`src/rtl/xl_pkg.sv`:
```
package xl_pkg;

  localparam int VA_W   = 32;
  localparam int PG_SH  = 10;
  localparam int VPN_W  = VA_W - PG_SH;
  localparam int PA_W   = 29;
  localparam int PPN_W  = PA_W - PG_SH;
  localparam int ASID_W = 8;
  localparam int FC_W   = 12;

  typedef enum logic [1:0] {
    ACC_READ  = 2'd0,
    ACC_WRITE = 2'd1,
    ACC_FETCH = 2'd2
  } acc_e;

  localparam logic [FC_W-1:0] F_NONE    = 12'h000;
  localparam logic [FC_W-1:0] F_MISS_RD = 12'h040;
  localparam logic [FC_W-1:0] F_MISS_WR = 12'h060;
  localparam logic [FC_W-1:0] F_INIT_WR = 12'h080;
  localparam logic [FC_W-1:0] F_PROT_RD = 12'h0A0;
  localparam logic [FC_W-1:0] F_PROT_WR = 12'h0C0;
  localparam logic [FC_W-1:0] F_AERR_RD = 12'h0E0;
  localparam logic [FC_W-1:0] F_AERR_WR = 12'h100;
  localparam logic [FC_W-1:0] F_MULTI   = 12'h140;

  typedef struct packed {
    logic [VPN_W-1:0]  vpn;
    logic [PPN_W-1:0]  ppn;
    logic [ASID_W-1:0] asid;
    logic              sh;
    logic              dirty;
    logic              cach;
    logic [1:0]        prot;
    logic [1:0]        sz;
  } ent_t;

  // Fields handed back from the table on a hit.
  typedef struct packed {
    logic [PPN_W-1:0] ppn;
    logic             dirty;
    logic             cach;
    logic [1:0]       prot;
    logic [1:0]       sz;
  } hit_t;

  function automatic logic [VA_W-1:0] page_mask(input logic [1:0] sz);
    case (sz)
      2'd0:    page_mask = 32'hFFFF_FC00;
      2'd1:    page_mask = 32'hFFFF_F000;
      2'd2:    page_mask = 32'hFFFF_0000;
      default: page_mask = 32'hFFF0_0000;
    endcase
  endfunction

endpackage

```
`src/rtl/xl_cam.sv`:
```
module xl_cam
  import xl_pkg::*;
#(
  parameter int ENTRIES = 64
) (
  input  logic                       clk,
  input  logic                       rst_n,
  input  logic                       wr_en,
  input  logic [$clog2(ENTRIES)-1:0] wr_idx,
  input  ent_t                       wr_ent,
  input  logic                       wr_valid,
  input  logic [VA_W-1:0]            lk_addr,
  input  logic [ASID_W-1:0]          lk_asid,
  input  logic                       asid_chk,
  output logic                       hit_any,
  output logic                       hit_multi,
  output hit_t                       hit_fld
);

  localparam int IW    = $clog2(ENTRIES);
  localparam int HIT_W = $bits(hit_t);

  logic [ENTRIES-1:0]            hitv;
  logic [ENTRIES-1:0][HIT_W-1:0] contrib;

  for (genvar g = 0; g < ENTRIES; g++) begin : g_ent
    logic            v_q;
    ent_t            e_q;
    logic [VA_W-1:0] msk;
    logic            sel;

    assign sel = wr_en && (wr_idx == IW'(g));

    always_ff @(posedge clk or negedge rst_n) begin
      if (!rst_n)   v_q <= 1'b0;
      else if (sel) v_q <= wr_valid;
    end

    always_ff @(posedge clk) begin
      if (sel) e_q <= wr_ent;
    end

    assign msk     = page_mask(e_q.sz);
    assign hitv[g] = v_q
                   && (e_q.sh || !asid_chk || (e_q.asid == lk_asid))
                   && ((lk_addr & msk) == ({e_q.vpn, {PG_SH{1'b0}}} & msk));
    assign contrib[g] = hitv[g] ? HIT_W'({e_q.ppn, e_q.dirty, e_q.cach, e_q.prot, e_q.sz})
                                : '0;
  end

  always_comb begin
    logic [HIT_W-1:0] acc;
    acc = '0;
    for (int i = 0; i < ENTRIES; i++) acc = acc | contrib[i];
    hit_fld = hit_t'(acc);
  end

  assign hit_any   = |hitv;
  assign hit_multi = |(hitv & (hitv - 1'b1));

endmodule

```
`src/rtl/xl_region.sv`:
```
module xl_region
  import xl_pkg::*;
(
  input  logic [VA_W-1:0] addr,
  input  logic            priv,
  output logic            bypass,
  output logic            aerr,
  output logic [VA_W-1:0] byp_addr
);

  logic low_win;
  logic top_win;
  logic open_win;

  assign low_win  = (addr[31:30] == 2'b10);
  assign top_win  = (addr[31:29] == 3'b111);
  assign open_win = top_win && (addr[28:26] == 3'b000);

  assign bypass   = low_win || top_win;
  assign aerr     = bypass && !priv && !open_win;
  assign byp_addr = low_win ? {3'b000, addr[28:0]} : addr;

endmodule

```
`src/rtl/xl_rr_ctr.sv`:
```
module xl_rr_ctr #(
  parameter int ENTRIES = 64
) (
  input  logic                       clk,
  input  logic                       rst_n,
  input  logic                       step,
  input  logic [$clog2(ENTRIES)-1:0] limit,
  output logic [$clog2(ENTRIES)-1:0] cnt
);

  localparam int IW = $clog2(ENTRIES);

  logic [IW:0]   wide;
  logic [IW-1:0] cnt_nxt;

  always_comb begin
    wide = {1'b0, cnt} + 1'b1;
    if (((limit != '0) && (wide > {1'b0, limit})) || (wide > (IW+1)'(ENTRIES-1)))
      cnt_nxt = '0;
    else
      cnt_nxt = wide[IW-1:0];
  end

  always_ff @(posedge clk or negedge rst_n) begin
    if (!rst_n)    cnt <= '0;
    else if (step) cnt <= cnt_nxt;
  end

  // counter holds when no search happens
  a_r10_hold_idle: assert property (@(posedge clk) disable iff (!rst_n)
    !step |=> $stable(cnt));
  // reaching a nonzero boundary wraps to zero
  a_r10_wrap_limit: assert property (@(posedge clk) disable iff (!rst_n)
    (step && (limit != '0) && (cnt >= limit)) |=> (cnt == '0));
  // without a boundary the counter steps by one below the top
  a_r10_step_one: assert property (@(posedge clk) disable iff (!rst_n)
    (step && (limit == '0) && (cnt != IW'(ENTRIES-1))) |=> (cnt == $past(cnt) + 1'b1));

endmodule

```
`src/rtl/xl_translate.sv`:
```
module xl_translate
  import xl_pkg::*;
#(
  parameter int ENTRIES = 64
) (
  input  logic                       clk,
  input  logic                       rst_n,
  input  logic                       req_valid,
  input  logic [31:0]                req_addr,
  input  logic [1:0]                 req_kind,
  input  logic                       priv,
  input  logic [7:0]                 cur_asid,
  input  logic                       xlate_en,
  input  logic                       single_virt,
  input  logic [$clog2(ENTRIES)-1:0] rc_limit,
  input  logic                       wr_en,
  input  logic [$clog2(ENTRIES)-1:0] wr_idx,
  input  logic [21:0]                wr_vpn,
  input  logic [18:0]                wr_ppn,
  input  logic [7:0]                 wr_asid,
  input  logic                       wr_valid,
  input  logic                       wr_shared,
  input  logic                       wr_dirty,
  input  logic                       wr_cache,
  input  logic [1:0]                 wr_prot,
  input  logic [1:0]                 wr_size,
  output logic                       rsp_valid,
  output logic [31:0]                rsp_paddr,
  output logic [11:0]                rsp_fault,
  output logic                       rsp_cacheable,
  output logic [$clog2(ENTRIES)-1:0] repl_ctr,
  output logic [31:0]                fault_addr,
  output logic [21:0]                fault_vpn
);

  ent_t            wr_ent;
  logic            bypass, aerr, asid_chk, search;
  logic [VA_W-1:0] byp_addr, msk;
  logic            hit_any, hit_multi;
  hit_t            hit_fld;
  logic            is_wr;
  logic [FC_W-1:0] nxt_fault;
  logic [VA_W-1:0] nxt_paddr;
  logic            nxt_cach;

  assign wr_ent = '{vpn: wr_vpn, ppn: wr_ppn, asid: wr_asid, sh: wr_shared,
                    dirty: wr_dirty, cach: wr_cache, prot: wr_prot, sz: wr_size};

  assign asid_chk = !(single_virt && priv);
  assign is_wr    = (req_kind == ACC_WRITE);
  assign search   = req_valid && xlate_en && !bypass;

  xl_region u_region (
    .addr     (req_addr),
    .priv     (priv),
    .bypass   (bypass),
    .aerr     (aerr),
    .byp_addr (byp_addr)
  );

  xl_cam #(.ENTRIES(ENTRIES)) u_cam (
    .clk       (clk),
    .rst_n     (rst_n),
    .wr_en     (wr_en),
    .wr_idx    (wr_idx),
    .wr_ent    (wr_ent),
    .wr_valid  (wr_valid),
    .lk_addr   (req_addr),
    .lk_asid   (cur_asid),
    .asid_chk  (asid_chk),
    .hit_any   (hit_any),
    .hit_multi (hit_multi),
    .hit_fld   (hit_fld)
  );

  xl_rr_ctr #(.ENTRIES(ENTRIES)) u_ctr (
    .clk   (clk),
    .rst_n (rst_n),
    .step  (search),
    .limit (rc_limit),
    .cnt   (repl_ctr)
  );

  assign msk = page_mask(hit_fld.sz);

  // Next-state: response decision with fixed priority.
  always_comb begin
    nxt_fault = F_NONE;
    nxt_paddr = '0;
    nxt_cach  = 1'b0;
    if (bypass) begin
      if (aerr) nxt_fault = is_wr ? F_AERR_WR : F_AERR_RD;
      else      nxt_paddr = byp_addr;
    end else if (!xlate_en) begin
      nxt_paddr = {3'b000, req_addr[PA_W-1:0]};
    end else if (hit_multi) begin
      nxt_fault = F_MULTI;
    end else if (!hit_any) begin
      nxt_fault = is_wr ? F_MISS_WR : F_MISS_RD;
    end else if (!priv && !hit_fld.prot[1]) begin
      nxt_fault = is_wr ? F_PROT_WR : F_PROT_RD;
    end else if (is_wr && !hit_fld.prot[0]) begin
      nxt_fault = F_PROT_WR;
    end else if (is_wr && !hit_fld.dirty) begin
      nxt_fault = F_INIT_WR;
    end else begin
      nxt_paddr = ({3'b000, hit_fld.ppn, {PG_SH{1'b0}}} & msk) | (req_addr & ~msk);
      nxt_cach  = hit_fld.cach;
    end
  end

  always_ff @(posedge clk or negedge rst_n) begin
    if (!rst_n) begin
      rsp_valid     <= 1'b0;
      rsp_paddr     <= '0;
      rsp_fault     <= '0;
      rsp_cacheable <= 1'b0;
      fault_addr    <= '0;
      fault_vpn     <= '0;
    end else begin
      rsp_valid <= req_valid;
      if (req_valid) begin
        rsp_paddr     <= nxt_paddr;
        rsp_fault     <= nxt_fault;
        rsp_cacheable <= nxt_cach;
      end
      if (req_valid && (nxt_fault != F_NONE)) fault_addr <= req_addr;
      if (req_valid && (nxt_fault != F_NONE) && (nxt_fault != F_MULTI))
        fault_vpn <= req_addr[VA_W-1:PG_SH];
    end
  end

  // response strobe follows the request by one clock
  a_r12_rsp_follows: assert property (@(posedge clk) disable iff (!rst_n)
    req_valid |=> rsp_valid);
  // without a request the result registers hold
  a_r12_hold_idle: assert property (@(posedge clk) disable iff (!rst_n)
    !req_valid |=> (!rsp_valid && $stable(rsp_fault) && $stable(rsp_paddr)));
  // a faulted response carries no address
  a_r12_zero_on_fault: assert property (@(posedge clk) disable iff (!rst_n)
    (rsp_valid && (rsp_fault != F_NONE)) |-> (rsp_paddr == '0));
  // faulting address captured from the request
  a_r11_fault_addr: assert property (@(posedge clk) disable iff (!rst_n)
    (rsp_valid && (rsp_fault != F_NONE)) |-> (fault_addr == $past(req_addr)));
  // multiple-hit leaves the page number untouched
  a_r11_multi_keeps_vpn: assert property (@(posedge clk) disable iff (!rst_n)
    (rsp_valid && (rsp_fault == F_MULTI)) |-> (fault_vpn == $past(fault_vpn)));
  // privileged accesses never get an address error
  a_r8_priv_no_aerr: assert property (@(posedge clk) disable iff (!rst_n)
    (req_valid && priv) |=> ((rsp_fault != F_AERR_RD) && (rsp_fault != F_AERR_WR)));

endmodule

```
`config.mk`:
```
export PLATFORM = sky130hd
export DESIGN_NAME = xl_translate
export DESIGN_NICKNAME = d
export VERILOG_FILES = /design/src/rtl/xl_pkg.sv /design/src/rtl/xl_cam.sv /design/src/rtl/xl_region.sv /design/src/rtl/xl_rr_ctr.sv /design/src/rtl/xl_translate.sv
export SDC_FILE = /design/constraint.sdc
export NUM_CORES = 2
export LEC_CHECK = 0
export ABC_AREA = 1
export ABC_CLOCK_PERIOD_IN_PS = 7900
export BUFFER_PORTS_ARGS = -buffer_cell sky130_fd_sc_hd__buf_2
export CORE_ASPECT_RATIO = 1.4
export CORE_MARGIN = 5
export CORE_UTILIZATION = 50
export DETAILED_ROUTE_END_ITERATION = 10
export GPL_TIMING_DRIVEN = 0
export PLACE_DENSITY = 0.66
export SLEW_MARGIN = 20
export SYNTH_ARGS = -nofsm -noshare
export SYNTH_HDL_FRONTEND = slang
export SYNTH_SLANG_ARGS = --single-unit
export TNS_END_PERCENT = 1
```
`constraint.sdc`:
```
create_clock -name clk -period 7.9 [get_ports clk]
set_input_delay 0.395 -clock clk [delete_from_list [all_inputs] [get_ports clk]]
set_output_delay 0.395 -clock clk [all_outputs]
set_load 0.005 [all_outputs]
```
* After elaboration in Yosys (flattened, before gate mapping)
Index checks and enable logic that the tools add are counted.
** Operators by class
- Order comparisons :: 2
- Bitwise logic cells :: 196
- Reductions and logical operators :: 411
- Eq/ne operators :: 325
- Multiplexer cells :: 157
- Add/subtract/negate cells :: 2
** Operators with widths (count)
- $and 32x32->32 :: 129
- $pmux 20 s3 :: 65
- $eq 32x32->1 :: 64
- $mux 25 :: 64
- $or 25x25->25 :: 63
- $eq 8x8->1 :: 64
- $mux 32 :: 9
- $logic_and 1x1->1 :: 204
- $eq 6x6->1 const B :: 32
- $eq 2x1->1 const B :: 66
- $eq 2x2->1 const B :: 66
- $logic_not 2->1 :: 65
- $logic_or 1x1->1 :: 130
- $reduce_or 64->1 :: 2
- $eq 6x5->1 const B :: 16
- $and 64x64->64 :: 1
- $sub 64x1->64 const B :: 1
- $eq 6x4->1 const B :: 8
- $mux 9 :: 4
- $and 29x32->32 :: 1
- $mux 8 :: 4
- $not 32->32 :: 1
- $or 32x32->32 :: 1
- $eq 6x3->1 const B :: 4
- other kinds (16) :: 29
** Word-level totals
- Register bits :: 3754
- Output and inout port bits :: 106
- Word-level logic and storage cells :: 1676

* Depth between registers and ports, before layout
- Depth after elaboration :: 81
- Depth in mapped cells :: 34

* Hierarchy
Synthesis repeated with hierarchy kept, for this count alone.
** Second synthesis, totals
- Cells, all modules :: 13144
- Area, all modules :: 159103.8 µm²
** By module, submodules not included
- xl_cam :: cells each 12494, area each 153901.4 µm², instances 1
- xl_translate :: cells each 509, area each 4234.1 µm², instances 1
- xl_rr_ctr :: cells each 97, area each 676.9 µm², instances 1
- xl_region :: cells each 44, area each 291.5 µm², instances 1

* Worst setup path before layout
Ideal clock, no wire load.
- Path type :: input to register
- Start point :: input port wr_idx[4]
- End point :: register u_cam.g_ent[18].e_q[0] (netlist bit), enable pin
- Path slack :: 4086 ps
- Path buffers :: 1
- Arrival time :: 3342 ps
- Data required time :: 7427 ps
- Stages on the path :: 5
- Cell sequence :: inv_1 -> nor3_1 -> inv_1 -> clkbuf_1 -> nor2_1
** Between the ends
- Cells in the longest elaborated chain, start to end :: 2
** Ends and longest elaborated chain
- start, declared :: line xl_translate.sv:17 : input logic [$clog2(ENTRIES)-1:0] wr_idx,
- $eq 6x5->1 :: line xl_cam.sv:32 : assign sel = wr_en && (wr_idx == IW'(g));
- $logic_and 1x1->1 :: line xl_cam.sv:32
- net u_cam.g_ent[18].sel :: line xl_cam.sv:30 : logic sel;
- end signal, assigned :: line xl_cam.sv:40 : if (sel) e_q <= wr_ent;
- end, declared :: line xl_cam.sv:28 : ent_t e_q;
The timed path passes the listed nets, and every way through them passes these cells.
A chain may end at the register's enable or synchronous reset.

* Worst setup path in the final report
- Start point :: register u_cam.g_ent[13].e_q[41] (netlist bit)
- End point :: register rsp_paddr[14]
** Between the ends
- Cells in the longest elaborated chain, start to end :: 67
- Elaborated cells between the ends (all ways) :: 80
- Classes of those cells :: 1 x add/sub; 3 x eq/ne; 9 x mux; 57 x bitwise; 10 x reduce/logical
** Ends and longest elaborated chain
- start, declared :: line xl_cam.sv:28
- start signal, assigned :: line xl_cam.sv:40
- $and 32x32->32 (*) :: line xl_cam.sv:46 : && ((lk_addr & msk) == ({e_q.vpn, {PG_SH{1'b0}}} & msk));
- $eq 32x32->1 (*) :: line xl_cam.sv:46
- $logic_and 1x1->1 (*) :: line xl_cam.sv:46
- $mux 25 :: line xl_cam.sv:47 : assign contrib[g] = hitv[g] ? HIT_W'({e_q.ppn, e_q.dirty, e_q.cach, e_q.prot, e_q.sz})
- $or 25x25->25 (51 in series) :: line xl_cam.sv:54 : for (int i = 0; i < ENTRIES; i++) acc = acc | contrib[i];
- $eq 2x2->1 (tied with other cells) :: line xl_pkg.sv:48 : case (sz)
- $pmux 20 s3 :: line xl_pkg.sv:48
- $not 32->32 :: line xl_translate.sv:107 : nxt_paddr = ({3'b000, hit_fld.ppn, {PG_SH{1'b0}}} & msk) | (req_addr & ~msk);
- $and 32x32->32 :: line xl_translate.sv:107
- $or 32x32->32 :: line xl_translate.sv:107
- $mux 32 :: line xl_translate.sv:104 : end else if (is_wr && !hit_fld.dirty) begin
- $mux 32 :: line xl_translate.sv:102 : end else if (is_wr && !hit_fld.prot[0]) begin
- $mux 32 :: line xl_translate.sv:100 : end else if (!priv && !hit_fld.prot[1]) begin
- $mux 32 :: line xl_translate.sv:98 : end else if (!hit_any) begin
- $mux 32 (*) :: line xl_translate.sv:96 : end else if (hit_multi) begin
- $mux 32 (*) :: line xl_translate.sv:94 : end else if (!xlate_en) begin
- $mux 32 (*) :: line xl_translate.sv:91 : if (bypass) begin
- end signal, assigned :: line xl_translate.sv:123 : rsp_paddr <= nxt_paddr;
- end, declared :: line xl_translate.sv:28 : output logic [31:0] rsp_paddr,
Mark *: on every way between the ends. The rest lies on a longest branch, timed or not.

==> impl_results.html <==
<table>
<tr><th>Metric</th><th>Value</th></tr>
<tr><th colspan="2">Power</th></tr>
<tr><td>Register share of total power</td><td>52.9%</td></tr>
<tr><td>Leakage power total</td><td>0.06998 uW</td></tr>
<tr><td>Internal portion of total power</td><td>32250 uW</td></tr>
<tr><td>Part of the total power dissipated in combinational logic</td><td>5.9%</td></tr>
<tr><td>Overall power</td><td>41930 uW</td></tr>
<tr><td>Part of the total power dissipated in the clock network</td><td>41.2%</td></tr>
<tr><td>Net Switching</td><td>9676 uW</td></tr>
<tr><td>Total power per unit cell area</td><td>227.8 nW/um^2</td></tr>
<tr><td>Switching power share of the total</td><td>23.08%</td></tr>
<tr><td>Maximum VDD drop</td><td>0.0002493 V</td></tr>
<tr><th colspan="2">GRT</th></tr>
<tr><td>Global Route met3 Usage</td><td>9.888%</td></tr>
<tr><td>First-pass GRT wire length</td><td>878.5 mm</td></tr>
<tr><td>Number of antenna violations at the first check in global routing</td><td>51</td></tr>
<tr><td>Global route hottest layer</td><td>met2</td></tr>
<tr><td>Maximum number of pins on one net before global-route repair</td><td>94</td></tr>
<tr><td>Via count of the first global-routing pass</td><td>104500</td></tr>
<tr><td>Global-route congestion overflow total</td><td>0</td></tr>
<tr><td>GRT Overall Usage</td><td>39.80%</td></tr>
<tr><td>Met1 GRT Util</td><td>46.76%</td></tr>
<tr><td>GR Layer Usage met2</td><td>60.14%</td></tr>
<tr><th colspan="2">STA</th></tr>
<tr><td>Shortest clock period the worst path allows after layout</td><td>6.598 ns</td></tr>
<tr><td>Min Hold Slack</td><td>-0.01617 ns</td></tr>
<tr><td>Worst Max-Slew Pin Slew</td><td>1.366 ns</td></tr>
<tr><td>Skew final</td><td>0.06316 ns</td></tr>
<tr><td>Max-slew headroom</td><td>8.953%</td></tr>
<tr><td>Total setup violations reported at the end of the flow</td><td>0</td></tr>
<tr><td>Max-slew violation count</td><td>0</td></tr>
<tr><td>Fmax</td><td>0.1516 GHz</td></tr>
<tr><td>Final worst path period share</td><td>83.52%</td></tr>
<tr><td>Total count of hold-check failures in the final report</td><td>17</td></tr>
<tr><td>Unrepaired setup endpoints after global routing</td><td>false</td></tr>
<tr><th colspan="2">Final layout</th></tr>
<tr><td>Count of nets after finishing</td><td>13990</td></tr>
<tr><td>Reg area</td><td>111700 sq um</td></tr>
<tr><td>Non-filler instance count after layout</td><td>18350</td></tr>
<tr><td>Most common library cell in the layout ignoring fill and taps</td><td>sky130_fd_sc_hd__edfxtp_1</td></tr>
<tr><td>Most frequent cells in the layout</td><td>sky130_fd_sc_hd__edfxtp_1 (3584), sky130_fd_sc_hd__nand2_1 (3514), sky130_fd_sc_hd__nor2_1 (1161), sky130_fd_sc_hd__inv_1 (914), sky130_fd_sc_hd__xnor2_1 (609)</td></tr>
<tr><td>Fraction of layout cells with a size suffix above 1</td><td>11.72%</td></tr>
<tr><td>Layout Area Growth over Synthesis</td><td>16.29%</td></tr>
<tr><td>Filler cell count</td><td>24990</td></tr>
<tr><td>Area occupied by multi-input gates</td><td>40750 sq um</td></tr>
<tr><th colspan="2">Floorplanning</th></tr>
<tr><td>Core footprint</td><td>315400 sq um</td></tr>
<tr><td>Top Ports</td><td>224</td></tr>
<tr><td>Total number of placement rows</td><td>244</td></tr>
<tr><td>Effective utilization at floorplan</td><td>50.19%</td></tr>
<tr><td>Floorplan die area</td><td>328100 sq um</td></tr>
<tr><td>Die boundary height</td><td>675.7 um</td></tr>
<tr><td>Die X</td><td>485.5 um</td></tr>
<tr><th colspan="2">Clock tree</th></tr>
<tr><td>Skew-Pair Late Insertion Delay</td><td>0.96 ns</td></tr>
<tr><td>Clock slew seen by the registers of the worst setup and hold paths</td><td>0.07 ns</td></tr>
<tr><td>Cts repair resizes</td><td>0</td></tr>
<tr><td>Clock buffers created by TritonCTS</td><td>360</td></tr>
<tr><td>Root Buffer Master</td><td>sky130_fd_sc_hd__clkbuf_16</td></tr>
<tr><td>Hold_buf cts</td><td>34</td></tr>
<tr><td>Number of buffers on the longest clock path</td><td>4</td></tr>
<tr><td>Number of levels in the clock H-tree</td><td>5</td></tr>
<tr><td>Clock Sinks</td><td>3746</td></tr>
<tr><td>CTS tree</td><td>yes</td></tr>
<tr><td>Number of setup buffers added after CTS</td><td>0</td></tr>
<tr><th colspan="2">Drt</th></tr>
<tr><td>First DRT Iteration DRCs</td><td>19430</td></tr>
<tr><td>Antenna Violating Nets Remaining</td><td>0</td></tr>
<tr><td>DRC violation count after routing</td><td>0</td></tr>
<tr><td>Vias</td><td>114000</td></tr>
<tr><td>Routed wirelength normalized by instance count</td><td>36.51 um</td></tr>
<tr><td>Detailed-router iteration count before antenna repair</td><td>10</td></tr>
<tr><td>Post-detailed-route via-to-cell ratio</td><td>6.210</td></tr>
<tr><td>Total Wirelength</td><td>670.1 mm</td></tr>
<tr><th colspan="2">Synthesis</th></tr>
<tr><td>Flip-flop cell with the highest count after synthesis</td><td>sky130_fd_sc_hd__edfxtp_1</td></tr>
<tr><td>Synth warnings</td><td>0</td></tr>
<tr><td>Cells taking the most area after synthesis</td><td>sky130_fd_sc_hd__edfxtp_1 (68%), sky130_fd_sc_hd__nand2_1 (8.3%), sky130_fd_sc_hd__xnor2_1 (3.4%)</td></tr>
<tr><td>Post-synthesis instance area</td><td>158300 sq um</td></tr>
<tr><td>Async set-reset flop share out of synthesis</td><td>4.325%</td></tr>
<tr><td>Leading area contributor after synthesis</td><td>sky130_fd_sc_hd__edfxtp_1</td></tr>
<tr><td>Synthesized instance count</td><td>12950</td></tr>
<tr><td>Cell variety after synth</td><td>53</td></tr>
<tr><td>Top cell type's share of synthesized area</td><td>68.00%</td></tr>
<tr><td>Post-synth EDFFs</td><td>3584</td></tr>
<tr><td>Register area share after synthesis</td><td>70.56%</td></tr>
<tr><td>Average footprint of a synthesized cell</td><td>12.22 sq um</td></tr>
<tr><td>Flops &amp; latches, synth</td><td>3746</td></tr>
<tr><th colspan="2">Run status</th></tr>
<tr><td>Run status</td><td>complete, but fails checks</td></tr>
<tr><td>Failing checks</td><td>negative hold slack</td></tr>
<tr><th colspan="2">Worst setup path</th></tr>
<tr><td>Number of cells on the worst reg-to-reg path</td><td>17</td></tr>
<tr><td>Arr. time, crit path</td><td>7.50 ns</td></tr>
<tr><td>Critical R2R Capture</td><td>rsp_paddr[14]$_DFFE_PN0P_</td></tr>
<tr><td>Classification of the worst setup path</td><td>register to register</td></tr>
<tr><td>Critical Path End</td><td>rsp_paddr[14]$_DFFE_PN0P_</td></tr>
<tr><td>Launch point of the critical path</td><td>u_cam.g_ent[13].e_q[41]$_DFFE_PP_</td></tr>
<tr><td>Endpoint type of the worst setup path</td><td>register</td></tr>
<tr><td>Maximum fanout count along the critical path</td><td>10</td></tr>
<tr><td>Required @ worst endpoint</td><td>8.80 ns</td></tr>
<tr><td>Critical path launch point type</td><td>register</td></tr>
<tr><td>Worst R2R Setup Slack</td><td>1.30 ns</td></tr>
<tr><td>Worst reg2reg path startpoint</td><td>u_cam.g_ent[13].e_q[41]$_DFFE_PP_</td></tr>
<tr><th colspan="2">Min path</th></tr>
<tr><td>Min-delay worst type</td><td>input pin to register</td></tr>
<tr><th colspan="2">Place</th></tr>
<tr><td>IO Port Bufs</td><td>193</td></tr>
<tr><td>Final Wtd Congestion</td><td>1.038</td></tr>
<tr><td>Number of cells in the design after placement</td><td>17650</td></tr>
<tr><td>Half-perimeter wire length after detailed placement</td><td>467.9 mm</td></tr>
<tr><th colspan="2">Flow run</th></tr>
<tr><td>Max_cap viols</td><td>0</td></tr>
</table>
## per-stage QoR
stage	instance area [sq um]	setup slack [ns]	util (%)	TNS (ns)
CTS	184000	1.970	58.33	0
global placement	164500	-1.778	52.16	-2087.37
floorplan	158300	4.086	-	0
finish	184100	1.302	58.36	0
detailed placement	172200	1.084	54.61	0
global route	184000	1.454	58.35	0
## metal layers
layer / vias to the layer above / wire (um)
met2: 9516 / 291700
met4: 20 / 80590
met5: - / 133
li1: 46330 / -
met3: 2548 / 85210
met1: 55550 / 212400
## registers in the layout, indices dropped and copies added, names as in the netlist
register and count:
rsp_valid 1, u_cam.g_ent.e_q 3584, rsp_paddr 32, fault_addr 32, fault_vpn 22, rsp_fault 4, u_cam.g_ent.v_q 64, u_ctr.cnt 6
rsp_cacheable 1
## how the worst min path moves through the flow
stage	start	endpoint	slack, ns	depth (start not counted)
after detailed placement	rst_n	u_cam.g_ent[32].v_q$_DFFE_PN0P_	0.28	1
after CTS	wr_cache	u_cam.g_ent[57].e_q[4]$_DFFE_PP_	0.002	1
after global routing	wr_vpn[14]	u_cam.g_ent[30].e_q[48]$_DFFE_PP_	0.02	1
final	wr_ppn[3]	u_cam.g_ent[2].e_q[18]$_DFFE_PP_	-0.02	1
after global placement	fault_addr[8]$_DFFE_PN0P_	fault_addr[8]$_DFFE_PN0P_	0.45	2
after floorplan	rst_n	fault_addr[0]$_DFFE_PN0P_	0.1	0
## cell usage after synthesis, types with 20 or more instances
cell type	n
sky130_fd_sc_hd__edfxtp_1	3584
sky130_fd_sc_hd__nand2_1	3514
sky130_fd_sc_hd__nor2_1	1246
sky130_fd_sc_hd__inv_1	914
sky130_fd_sc_hd__xnor2_1	609
sky130_fd_sc_hd__a22o_1	599
sky130_fd_sc_hd__xor2_1	435
sky130_fd_sc_hd__nand3_1	289
sky130_fd_sc_hd__o21ai_0	248
sky130_fd_sc_hd__clkbuf_1	164
sky130_fd_sc_hd__dfrtp_1	162
sky130_fd_sc_hd__buf_2	133
sky130_fd_sc_hd__nor4_1	130
sky130_fd_sc_hd__buf_4	129
sky130_fd_sc_hd__a21oi_1	101
sky130_fd_sc_hd__nand4_1	95
sky130_fd_sc_hd__o21ai_1	89
sky130_fd_sc_hd__a221oi_1	78
sky130_fd_sc_hd__o22ai_1	54
sky130_fd_sc_hd__inv_2	50
sky130_fd_sc_hd__buf_6	49
sky130_fd_sc_hd__nor2_2	48
sky130_fd_sc_hd__nor3_1	44
sky130_fd_sc_hd__o211ai_1	35
sky130_fd_sc_hd__or2_2	20
## kinds of logic (layout without fill, tap and decap cells)
family / after synthesis / in the layout / synth area share (%)
muxes: 1 / 1 / 0.006324
DFF: 3746 / 3746 / 70.56
xor gates and xnor gates: 1044 / 1044 / 5.777
other: 1 / 29 / 0.002369
and+or+nand+nor: 5446 / 5446 / 13.77
AOI/OAI and AO/OA: 1245 / 1245 / 5.713
buffers and inverters: 1459 / 2652 / 4.114
adders and majority gates: 8 / 8 / 0.06324
## critical path, stage by stage, from the launching register on
cell,delay [ns]
sky130_fd_sc_hd__edfxtp_1,0.40
sky130_fd_sc_hd__nand2_1,0.08
sky130_fd_sc_hd__nand2_1,0.06
sky130_fd_sc_hd__nor2_1,0.08
sky130_fd_sc_hd__nand2_1,0.24
sky130_fd_sc_hd__nand2_1,0.65
sky130_fd_sc_hd__nand3_1,0.76
sky130_fd_sc_hd__nor2_4,0.92
sky130_fd_sc_hd__clkbuf_2,0.79
sky130_fd_sc_hd__buf_1,0.98
sky130_fd_sc_hd__a221oi_1,0.27
sky130_fd_sc_hd__nand2_1,0.20
sky130_fd_sc_hd__nor3_1,0.07
sky130_fd_sc_hd__nand3_1,0.44
sky130_fd_sc_hd__o21ai_0,0.20
sky130_fd_sc_hd__o21ai_0,0.21
sky130_fd_sc_hd__nand2_1,0.07
sky130_fd_sc_hd__nand2_1,0.06
## power groups by stage
stage          registers (uW)  logic, uW  clock network (uW)
6_report                22200       2480               17300
4_1_cts                 22200       2430               17200
5_1_grt                 22200       2610               18000
3_5_place_dp            22600       2410                   0
2_1_floorplan           22600       1140                   0
3_3_place_gp            22600       2270                   0
## layout make-up
type | count | area share (%)
Antenna cell | 21 | 0.02855
Buffer | 490 | 1.624
Clock buffer | 466 | 5.268
Clock inverter | 183 | 0.9231
Inverter | 969 | 1.979
Multi-Input combinational cell | 7752 | 22.14
Sequential cell | 3746 | 60.67
Tap cell | 4182 | 2.843
Timing Repair Buffer | 544 | 4.521
Note: power is estimated with default switching activity, not from simulation.
